### src/rtl/fsk_cid_pkg.sv
package fsk_cid_pkg;

    typedef enum logic [2:0] {
        ST_IDLE  = 3'd0,
        ST_SEIZE = 3'd1,
        ST_MARK  = 3'd2,
        ST_DATA  = 3'd3,
        ST_HOLD  = 3'd4
    } seq_state_e;

    typedef struct packed {
        logic       enable;
        logic [2:0] chan;
        logic       uk_mode;
        logic       hold_ones;
        logic       start;
    } ctrl_t;

endpackage

### src/rtl/fsk_cid_regs.sv
module fsk_cid_regs
    import fsk_cid_pkg::*;
#(
    parameter int REG_W = 8
) (
    input  logic             clk,
    input  logic             rst_n,
    input  logic             req_i,
    input  logic [7:0]       cmd_i,
    input  logic [REG_W-1:0] wdata_i,
    input  logic             start_clr_i,
    output logic [REG_W-1:0] rdata_o,
    output logic [REG_W-1:0] seiz_len_o,
    output logic [REG_W-1:0] data_len_o,
    output logic [REG_W-1:0] mark_len_o,
    output ctrl_t            ctrl_o
);
    localparam logic [6:0] A_SEIZE = 7'h35;
    localparam logic [6:0] A_DLEN  = 7'h36;
    localparam logic [6:0] A_MARK  = 7'h37;
    localparam logic [6:0] A_CTRL  = 7'h38;

    typedef struct packed {
        logic [REG_W-1:0] seiz;
        logic [REG_W-1:0] dlen;
        logic [REG_W-1:0] mark;
        ctrl_t            ctrl;
        logic [REG_W-1:0] rdata;
    } regs_t;

    regs_t r_d, r_q;
    logic  wr, rd;

    always_comb begin
        r_d = r_q;
        wr  = req_i && !cmd_i[7];
        rd  = req_i &&  cmd_i[7];
        if (wr && cmd_i[6:0] == A_CTRL) begin
            r_d.ctrl.start     = wdata_i[0];
            r_d.ctrl.hold_ones = wdata_i[1];
            r_d.ctrl.uk_mode   = wdata_i[2];
            r_d.ctrl.chan      = wdata_i[5:3];
            r_d.ctrl.enable    = wdata_i[7];
        end else if (start_clr_i || !r_q.ctrl.enable) begin
            r_d.ctrl.start = 1'b0;
        end
        if (wr) begin
            case (cmd_i[6:0])
                A_SEIZE: r_d.seiz = wdata_i;
                A_DLEN:  r_d.dlen = wdata_i;
                A_MARK:  r_d.mark = wdata_i;
                default: ;
            endcase
        end
        if (rd) begin
            case (cmd_i[6:0])
                A_SEIZE: r_d.rdata = r_q.seiz;
                A_DLEN:  r_d.rdata = r_q.dlen;
                A_MARK:  r_d.rdata = r_q.mark;
                A_CTRL:  r_d.rdata = REG_W'({r_q.ctrl.enable, 1'b0, r_q.ctrl.chan,
                                             r_q.ctrl.uk_mode, r_q.ctrl.hold_ones,
                                             r_q.ctrl.start});
                default: r_d.rdata = '0;
            endcase
        end
    end

    always_ff @(posedge clk or negedge rst_n) begin
        if (!rst_n) r_q <= '0;
        else        r_q <= r_d;
    end

    assign rdata_o    = r_q.rdata;
    assign seiz_len_o = r_q.seiz;
    assign data_len_o = r_q.dlen;
    assign mark_len_o = r_q.mark;
    assign ctrl_o     = r_q.ctrl;


    rdata_hold_chk: assert property (@(posedge clk) disable iff (!rst_n)
        !req_i |=> $stable(rdata_o));

endmodule

### src/rtl/fsk_cid_msgbuf.sv
module fsk_cid_msgbuf #(
    parameter int DEPTH = 64,
    parameter int W     = 8,
    localparam int AW   = $clog2(DEPTH)
) (
    input  logic          clk,
    input  logic          wr_i,
    input  logic [AW-1:0] waddr_i,
    input  logic [W-1:0]  wdata_i,
    input  logic [AW-1:0] raddr_i,
    output logic [W-1:0]  rdata_o
);
    // Plain storage: contents are undefined until software loads them.
    logic [W-1:0] mem_q [DEPTH];

    always_ff @(posedge clk) begin
        if (wr_i) mem_q[waddr_i] <= wdata_i;
    end

    assign rdata_o = mem_q[raddr_i];

endmodule

### src/rtl/fsk_cid_seq.sv
module fsk_cid_seq
    import fsk_cid_pkg::*;
#(
    parameter int DEPTH  = 64,
    parameter int LEN_W  = 8,
    localparam int IDX_W = $clog2(DEPTH)
) (
    input  logic             clk,
    input  logic             rst_n,
    input  logic             bit_en_i,
    input  logic             enable_i,
    input  logic             start_i,
    input  logic             hold_ones_i,
    input  logic             uk_i,
    input  logic [LEN_W-1:0] seiz_len_i,
    input  logic [LEN_W-1:0] mark_len_i,
    input  logic [LEN_W-1:0] data_len_i,
    input  logic [7:0]       byte_i,
    output logic [IDX_W-1:0] byte_addr_o,
    output logic             start_clr_o,
    output logic             bit_o,
    output logic             valid_o
);
    localparam logic [LEN_W-1:0] LAST_FRAME_BIT = LEN_W'(9);
    localparam logic [LEN_W-1:0] MAX_BYTES      = LEN_W'(DEPTH);

    typedef struct packed {
        seq_state_e       state;
        logic [LEN_W-1:0] cnt;
        logic [IDX_W-1:0] idx;
    } seq_t;

    seq_t             s_d, s_q;
    logic [LEN_W-1:0] dlen_eff;
    logic             all_zero, launch_ok, finish;
    seq_state_e       nxt;
    logic [3:0]       bpos;

    function automatic seq_state_e pick(input logic try_seize, input logic try_mark,
                                        input logic try_data);
        if (try_seize)     return ST_SEIZE;
        else if (try_mark) return ST_MARK;
        else if (try_data) return ST_DATA;
        else               return ST_IDLE;
    endfunction

    always_comb begin
        dlen_eff  = (data_len_i > MAX_BYTES) ? MAX_BYTES : data_len_i;
        all_zero  = (seiz_len_i == '0) && (mark_len_i == '0) && (data_len_i == '0);
        launch_ok = start_i && (s_q.state == ST_IDLE || (s_q.state == ST_HOLD && !hold_ones_i));
        s_d         = s_q;
        start_clr_o = 1'b0;
        finish      = 1'b0;
        nxt         = ST_IDLE;
        if (!enable_i) begin
            s_d = '0;
        end else begin
            case (s_q.state)
                ST_IDLE, ST_HOLD: begin
                    if (launch_ok) begin
                        s_d.cnt = '0;
                        s_d.idx = '0;
                        if (all_zero) begin
                            start_clr_o = 1'b1;
                            s_d.state   = ST_IDLE;
                        end else begin
                            nxt = pick(seiz_len_i != '0 && !uk_i, mark_len_i != '0, dlen_eff != '0);
                            if (nxt == ST_IDLE) finish = 1'b1;
                            else                s_d.state = nxt;
                        end
                    end
                end
                ST_SEIZE, ST_MARK: begin
                    if (bit_en_i) begin
                        if (s_q.cnt == ((s_q.state == ST_SEIZE ? seiz_len_i : mark_len_i) - LEN_W'(1))) begin
                            s_d.cnt = '0;
                            nxt = pick(1'b0, s_q.state == ST_SEIZE && mark_len_i != '0, dlen_eff != '0);
                            if (nxt == ST_IDLE) finish = 1'b1;
                            else                s_d.state = nxt;
                        end else begin
                            s_d.cnt = s_q.cnt + LEN_W'(1);
                        end
                    end
                end
                ST_DATA: begin
                    if (bit_en_i) begin
                        if (s_q.cnt == LAST_FRAME_BIT) begin
                            s_d.cnt = '0;
                            if (LEN_W'(s_q.idx) == dlen_eff - LEN_W'(1)) finish = 1'b1;
                            else s_d.idx = s_q.idx + IDX_W'(1);
                        end else begin
                            s_d.cnt = s_q.cnt + LEN_W'(1);
                        end
                    end
                end
                default: s_d = '0;
            endcase
            if (finish) begin
                start_clr_o = 1'b1;
                s_d.state   = hold_ones_i ? ST_HOLD : ST_IDLE;
                s_d.cnt     = '0;
                s_d.idx     = '0;
            end
        end
    end

    always_ff @(posedge clk or negedge rst_n) begin
        if (!rst_n) s_q <= '0;
        else        s_q <= s_d;
    end

    assign byte_addr_o = s_q.idx;
    assign bpos        = s_q.cnt[3:0] - 4'd1;

    always_comb begin
        valid_o = 1'b1;
        bit_o   = 1'b1;
        case (s_q.state)
            ST_SEIZE: bit_o = s_q.cnt[0];
            ST_DATA: begin
                if (s_q.cnt == '0)                 bit_o = 1'b0;
                else if (s_q.cnt != LAST_FRAME_BIT) bit_o = byte_i[bpos[2:0]];
            end
            ST_MARK, ST_HOLD: bit_o = 1'b1;
            default: valid_o = 1'b0;
        endcase
    end


    disabled_mute_chk: assert property (@(posedge clk) disable iff (!rst_n)
        !enable_i |=> !valid_o);


    hold_between_chk: assert property (@(posedge clk) disable iff (!rst_n)
        (s_q.state inside {ST_SEIZE, ST_MARK, ST_DATA}) && !bit_en_i && enable_i
        |=> $stable(bit_o) && valid_o);


    zero_len_chk: assert property (@(posedge clk) disable iff (!rst_n)
        s_q.state == ST_IDLE && enable_i && start_i && all_zero |=> !valid_o);


    hold_ones_chk: assert property (@(posedge clk) disable iff (!rst_n)
        s_q.state == ST_HOLD && enable_i && !start_i |=> valid_o && bit_o);


    start_clr_chk: assert property (@(posedge clk) disable iff (!rst_n)
        start_clr_o && !hold_ones_i && enable_i |=> !valid_o);

endmodule

### src/rtl/fsk_cid_sequencer.sv
module fsk_cid_sequencer
    import fsk_cid_pkg::*;
#(
    parameter int BUF_DEPTH = 64,
    parameter int LEN_W     = 8,
    localparam int IDX_W    = $clog2(BUF_DEPTH)
) (
    input  logic             clk,
    input  logic             rst_n,
    input  logic             bit_en,
    input  logic             reg_req,
    input  logic [7:0]       reg_cmd,
    input  logic [LEN_W-1:0] reg_wdata,
    output logic [LEN_W-1:0] reg_rdata,
    input  logic             buf_wr,
    input  logic [IDX_W-1:0] buf_addr,
    input  logic [7:0]       buf_wdata,
    output logic             tx_bit,
    output logic             tx_valid,
    output logic [2:0]       tx_chan
);
    ctrl_t            ctrl;
    logic [LEN_W-1:0] seiz_len, data_len, mark_len;
    logic             start_clr;
    logic [IDX_W-1:0] rd_addr;
    logic [7:0]       cur_byte;

    fsk_cid_regs #(.REG_W(LEN_W)) u_regs (
        .clk         (clk),
        .rst_n       (rst_n),
        .req_i       (reg_req),
        .cmd_i       (reg_cmd),
        .wdata_i     (reg_wdata),
        .start_clr_i (start_clr),
        .rdata_o     (reg_rdata),
        .seiz_len_o  (seiz_len),
        .data_len_o  (data_len),
        .mark_len_o  (mark_len),
        .ctrl_o      (ctrl)
    );

    fsk_cid_msgbuf #(.DEPTH(BUF_DEPTH), .W(8)) u_buf (
        .clk     (clk),
        .wr_i    (buf_wr),
        .waddr_i (buf_addr),
        .wdata_i (buf_wdata),
        .raddr_i (rd_addr),
        .rdata_o (cur_byte)
    );

    fsk_cid_seq #(.DEPTH(BUF_DEPTH), .LEN_W(LEN_W)) u_seq (
        .clk         (clk),
        .rst_n       (rst_n),
        .bit_en_i    (bit_en),
        .enable_i    (ctrl.enable),
        .start_i     (ctrl.start),
        .hold_ones_i (ctrl.hold_ones),
        .uk_i        (ctrl.uk_mode),
        .seiz_len_i  (seiz_len),
        .mark_len_i  (mark_len),
        .data_len_i  (data_len),
        .byte_i      (cur_byte),
        .byte_addr_o (rd_addr),
        .start_clr_o (start_clr),
        .bit_o       (tx_bit),
        .valid_o     (tx_valid)
    );

    assign tx_chan = ctrl.chan;

endmodule

### config.mk
export PLATFORM = sky130hd
export DESIGN_NAME = fsk_cid_sequencer
export DESIGN_NICKNAME = d
export VERILOG_FILES = /design/src/rtl/fsk_cid_pkg.sv /design/src/rtl/fsk_cid_regs.sv /design/src/rtl/fsk_cid_msgbuf.sv /design/src/rtl/fsk_cid_seq.sv /design/src/rtl/fsk_cid_sequencer.sv
export SDC_FILE = /design/constraint.sdc
export NUM_CORES = 1
export LEC_CHECK = 0
export ABC_AREA = 1
export ABC_CLOCK_PERIOD_IN_PS = 3250
export BUFFER_PORTS_ARGS = -buffer_cell sky130_fd_sc_hd__buf_2
export CORE_AREA = 8 8 208 210
export DETAILED_ROUTE_END_ITERATION = 6
export DIE_AREA = 0 0 216 218
export PLACE_DENSITY = 0.9
export SYNTH_ARGS = -nofsm -noshare
export SYNTH_HDL_FRONTEND = slang
export SYNTH_SLANG_ARGS = --single-unit
### constraint.sdc
create_clock -name clk -period 3.25 [get_ports clk]
set_clock_uncertainty 0.15 [all_clocks]
set_input_delay 0.65 -clock clk [delete_from_list [all_inputs] [get_ports clk]]
set_output_delay 0.65 -clock clk [all_outputs]
set_load 0.02 [all_outputs]
; Yosys cells after proc, flatten, opt, wreduce, memory -nomap -nowiden
; Memory sizes are Yosys's and may differ from the RTL's.
; Cells that the tools add are included.
[totals]
latchBits = 0
ramBits = 512
wordCells = 135
reg_bits = 56
output_inout_bits = 13
in_bits = 35
mem_count = 1
romBits = 0
[memory_table]
columns = memory, words, width, rd, rd_ports_with_merged_regs, write_ports, line
row1 = u_buf.mem_q, 64, 8, 1, 0, 1, fsk_cid_msgbuf.sv:14  ; logic [W-1:0] mem_q [DEPTH];
[op_classes]
n_div = 0
mux = 58
add_sub_neg = 5
n_eq_ne = 22
bitwise_logic = 0
shift = 0
n_lt_le_gt_ge = 2
n_reduce_logical = 35
multipliers = 0
[ops]
columns = cell, count
row1 = 2-to-1 mux 17 bit, 3
row2 = 2-to-1 mux 3 bit, 16
row3 = logical NOT 8 bit, 4
row4 = 2-to-1 mux 8 bit, 4
row5 = one-hot mux 8 bit (4 select lines), 1
row6 = "== test 7 x 6 -> 1 bit, second input constant", 4
row7 = one-hot mux 8 bit (3 select lines), 1
row8 = nonzero test 8 bit, 3
row9 = 2-to-1 mux 1 bit, 23
row10 = one-hot mux 6 bit (3 select lines), 1
row11 = "subtractor 8 x 1 -> 8 bit, second input constant", 2
row12 = 2-to-1 mux 14 bit, 1
row13 = 2-to-1 mux 6 bit, 2
row14 = "inequality test 4 x 2 -> 1 bit, second input constant", 3
row15 = 2-to-1 mux 11 bit, 1
row16 = logical AND 1 bit, 9
row17 = logical NOT 3 bit, 3
row18 = one-hot mux 3 bit (3 select lines), 1
row19 = "adder 8 x 1 -> 8 bit, second input constant", 1
row20 = == test 6 x 8 -> 1 bit, 1
row21 = "== test 8 x 4 -> 1 bit, second input constant", 1
row22 = == test 8 bit, 1
row23 = "greater-than comparator 8 x 7 -> 1 bit, second input constant", 1
row24 = "inequality test 4 x 3 -> 1 bit, second input constant", 2
row25 = other kinds (23), 33

; Logic depth before layout (Yosys ltp)
[depth]
ltp_word = 21
depth_mapped = 22
depth_no_buf = 21

; Modules after synthesis
; Synthesis repeated with hierarchy kept, for this count alone.
[hier_totals]
hier_cells = 2452
area_unflattened_um2 = 25585.8
[modules_own_cells]
columns = module, n_inst, seq_area_each_um2, area_per_inst_um2, cells_each
row1 = fsk_cid_msgbuf, 1, 15374.7, 21179.1, 1797
row2 = fsk_cid_seq, 1, 425.4, 2411.1, 418
row3 = fsk_cid_regs, 1, 975.9, 1995.7, 237

; Worst setup path after synthesis
; OpenSTA, ideal clock, no wires.
[synth_timing]
kind = register -> output
startpoint = reg u_seq.s_q (netlist bit u_seq.byte_addr_o[0])
endpoint = out tx_bit
path_buffers = 4
path_slack_ns = 0.349
arrival_time_ns = 2.101
required_ns = 2.450
stages_incl_launch_ff = 18
path_cell_list = dfrtp_1 buf_2 inv_1 buf_2 buf_2 buf_2 nor2_1 o211ai_1 nand3_1 nand2_1 nand3_1 nand3_1 nand3_1 nand2_1 nand2_1 nand3_1 nand3_1 nand3_1
[synth_via]
elab_chain_cells = 6
[synth_lines]
columns = item, line
row1 = from (decl), fsk_cid_seq.sv:33  ; seq_t s_d, s_q;
row2 = from (signal assigned), fsk_cid_seq.sv:108  ; if (!rst_n) s_q <= '0;
row3 = from (signal assigned), fsk_cid_seq.sv:109  ; else s_q <= s_d;
row4 = memory (64 x 8 bit), -
row5 = binary-select mux 1 bit (select 3 bit), fsk_cid_seq.sv:122  ; else if (s_q.cnt != LAST_FRAME_BIT) bit_o = byte_i[bpos[2:0]];
row6 = 2-to-1 mux 1 bit (not written as such), fsk_cid_seq.sv:122
row7 = 2-to-1 mux 1 bit, fsk_cid_seq.sv:122
row8 = 2-to-1 mux 1 bit, fsk_cid_seq.sv:121  ; if (s_q.cnt == '0) bit_o = 1'b0;
row9 = one-hot mux 1 bit (2 select lines), fsk_cid_seq.sv:118  ; case (s_q.state)
row10 = to (decl), fsk_cid_sequencer.sv:18  ; output logic tx_bit,
; No other way between the ends. The select of a mux whose other input is x is not followed.

; Worst setup path in the final report
; Ends and elaborated chain as after synthesis.

==> flow_summary.ini <==
[run_status]
status = finished with violations
violations = negative setup slack

[grt]
grtUsageMet3 = 0.06630
use_met2 = 0.4603
grt_pass1_vias = 18826
top_usage_layer = met2
grt_util_met1 = 0.3624
grt_start_max_net_pins = 62
track_usage = 0.2866
grt_pass1_wl_um = 105300
antenna_found_initial = 1
grt_overflow = 0

[placed_design]
place_congestion = 0.9772
place_hpwl_um = 41780
portBuffers = 47
place_area_um2 = 26330
dpl.cell_count = 2893

[clocking]
numCtsBuffers = 54
tritoncts = built
cts.clk_slew.worst_paths_ns = 0.07
htreeDepth = 2
cts_buffer_depth = 3
cts.sinks = 568
worstSkewPairLatency_ns = 0.62
cts-root-buf = clkbuf_16

[logic_synthesis]
ys.flop_type = edfxtp_1
yosys_register_bits = 568
synth_edf_count = 512
synth_nets = 2352
synth-compound-area-share = 0.09540
ys_seq_area_frac = 0.6786
syn_area_um2 = 24720
synthAdderAreaFrac = 0.004049
synth_cell_type_count = 37
syn_inst = 2309
synth_top_family_by_area = simple AND/OR/NAND/NOR gates
synth-xor-area-share = 0.004605
yosysWarnings = 0
synthArstFlopShare = 0.09859
synthSimpleGateAreaFrac = 0.1793
syn_area_per_cell_um2 = 10.71
synthMuxAreaShare = 0

[hold_path]
hold_depth = 3
holdPathEnd = u_regs.mark_len_o[6]$_DFFE_PN0P_
min_from = reg_wdata[6]
hold_class = in -> reg

[critical_path]
crit_fanout = 19
crit_required_ns = 2.45
crit_type = reg -> out
critical_path_arrival_ns = 3.19
r2r_slack_ns = 0.14
reg2reg_from = u_regs.data_len_o[4]$_DFFE_PN0P_
reg2reg_to = u_seq.s_q[11]$_DFFE_PN0P_
critPathLaunchType = register
rr_worst_depth = 20
crit_path_end_kind = primary output

[timing]
rsz0062_at_grt = yes
period_needed_ns = 3.994
setup_viol = 1
drv_slew = 0
fin_ws_ns = -0.7439
hold_violations = 0
max_freq_mhz = 250.4
worst_pin_slew_ns = 1.034
min_period_over_period = 1.229
hold_slack_ns = 0.2196
max-slew-margin-rel = 0.3106
tns_ns = -0.7439

[route]
drtPass1Iterations = 7
avgViaCountPerCell = 6.430
drc = 0
via_count = 19317
drt_iter0_drc = 3378
wl_um = 68690
antenna_left = 0
routedWlPerCell_um = 22.87

[cells_and_area]
fill_cells = 2506
area_growth_syn_to_layout_pct = 14.79
postLayoutCellArea_um2 = 28380
nNetsFinal = 2471
fin_cells = 3004
drive_above_1_share = 0.1327
diodes = 0

[die]
start_util = 0.6152
coreArea_um2 = 40180
boundaryPins = 48
die_y_um = 218
die_x_um = 216
dieArea_um2 = 47090
rows = 74

[power]
p_per_area_nw_per_um2 = 517.2
peakVddDrop_v = 0.0005134
leakagePower_nw = 10.54

[job]
max_cap_violations = 0
kinds of logic (layout without fill, tap and decap cells):
family	after synthesis	count (layout)
and+or+nand+nor	1061	1061
DFF	568	568
AOI/OAI and AO/OA	424	424
buffers and inverters	235	398
xor gates and xnor gates	13	13
adders and majority gates	8	8
synth_stat cells, types with 15 or more instances:
cell type | count | area (um^2)
edfxtp_1 | 512 | 15370
nor2_1 | 441 | 1655
nand2_1 | 365 | 1370
o21ai_0 | 287 | 1436
nand3_1 | 180 | 900.9
inv_1 | 108 | 405.4
clkbuf_1 | 81 | 304.0
o211ai_1 | 66 | 495.5
dfrtp_1 | 56 | 1401
a21oi_1 | 42 | 210.2
buf_2 | 20 | 100.1
o22ai_1 | 17 | 106.4
nor3_1 | 15 | 75.07
state kept, by name, indices dropped and copies added (netlist names):
| register | cells |
|---|---|
| u_seq.byte_addr_o | 6 |
| u_regs.data_len_o | 8 |
| u_regs.ctrl_o | 7 |
| u_regs.mark_len_o | 8 |
| u_regs.rdata_o | 8 |
| u_seq.s_q | 11 |
| u_buf.mem_q | 512 |
| u_regs.seiz_len_o | 8 |
where the power goes:
part	switching (mW)	leakage, nW	internal [mW]	total [mW]
sequential	0.0348	5.37	8.03	8.06
combinational	0.441	4.36	0.154	0.595
clock	2.73	0.813	3.29	6.02
total	3.21	10.5	11.5	14.7
worst max path at each step:
| stage | from | depth (start not counted) | slack, ns | endpoint |
|---|---|---|---|---|
| floorplan | u_seq.byte_addr_o[0]$_DFFE_PN0P_ | 17 | 0.35 | tx_bit |
| global placement | u_seq.byte_addr_o[0]$_DFFE_PN0P_ | 18 | -0.05 | tx_bit |
| detailed placement | u_seq.byte_addr_o[0]$_DFFE_PN0P_ | 18 | -0.08 | tx_bit |
| CTS | u_seq.byte_addr_o[0]$_DFFE_PN0P_ | 18 | -0.64 | tx_bit |
| global route | u_seq.byte_addr_o[0]$_DFFE_PN0P_ | 16 | -0.87 | tx_bit |
| finish | u_seq.byte_addr_o[0]$_DFFE_PN0P_ | 15 | -0.74 | tx_bit |
through the flow:
step	utilization	total power, mW	worst slack (ns)
after floorplan	-	8.498	0.3492
after global placement	0.6553	8.741	-0.05103
after detailed placement	0.6553	8.772	-0.07708
after CTS	0.7034	14.63	-0.6397
after global routing	0.7063	14.98	-0.8687
final	0.7063	14.68	-0.7439
metal layers:
layer	vias to the layer above	wire, um
li1	8303	-
met1	9053	23490
met2	1629	32270
met3	330	9278
met4	2	3646
met5	-	13
critical path, cell delays in order (launching register included):
cell	delay [ns]
dfrtp_4	0.56
buf_12	0.21
buf_16	0.17
o21ai_0	0.11
o211ai_1	0.29
nand3_1	0.19
nand2_1	0.21
nand3_2	0.11
nand3_1	0.08
nand3_1	0.07
nand2_1	0.07
nand2_1	0.07
nand3_2	0.14
nand3_2	0.08
nand3_2	0.08
buf_6	0.12
layout by cell type, fill, tap and decap left out, types with 6 or more instances in the layout:
cell,n
edfxtp_1,512
nor2_1,435
nand2_1,363
o21ai_0,277
nand3_1,173
inv_1,107
buf_4,97
o211ai_1,66
clkbuf_16,55
dfrtp_1,50
buf_2,46
a21oi_1,39
clkinv_1,22
buf_12,18
o22ai_1,17
nor3_1,15
nand2_2,14
or2_2,13
nand4_1,13
nand3_2,12
o21ai_1,11
clkinv_2,11
xor2_1,10
nor2_2,9
clkbuf_1,9
ha_1,8
buf_16,8
inv_2,6
nand2_4,6
repair_timing:
action	in CTS	in global routing
gates cloned	5	1
pin swaps	10	3
hold buffers	1	0
endpoints found under the hold margin	23	0
gates resized for setup	31	20
endpoints found under the setup margin	1	18
setup buffers	1	3
layout make-up:
| class | instances | area [um^2] | share of cell area |
|---|---|---|---|
| Clock buffer | 63 | 1385 | 0.04881 |
| Inverter | 120 | 460.4 | 0.01622 |
| Timing Repair Buffer | 178 | 1720 | 0.06062 |
| Clock inverter | 37 | 267.8 | 0.009435 |
| Tap cell | 532 | 665.6 | 0.02345 |
| Sequential cell | 568 | 16790 | 0.5916 |
| Multi-Input combinational cell | 1506 | 7092 | 0.2499 |
Note: power is estimated with default switching activity, not from simulation.
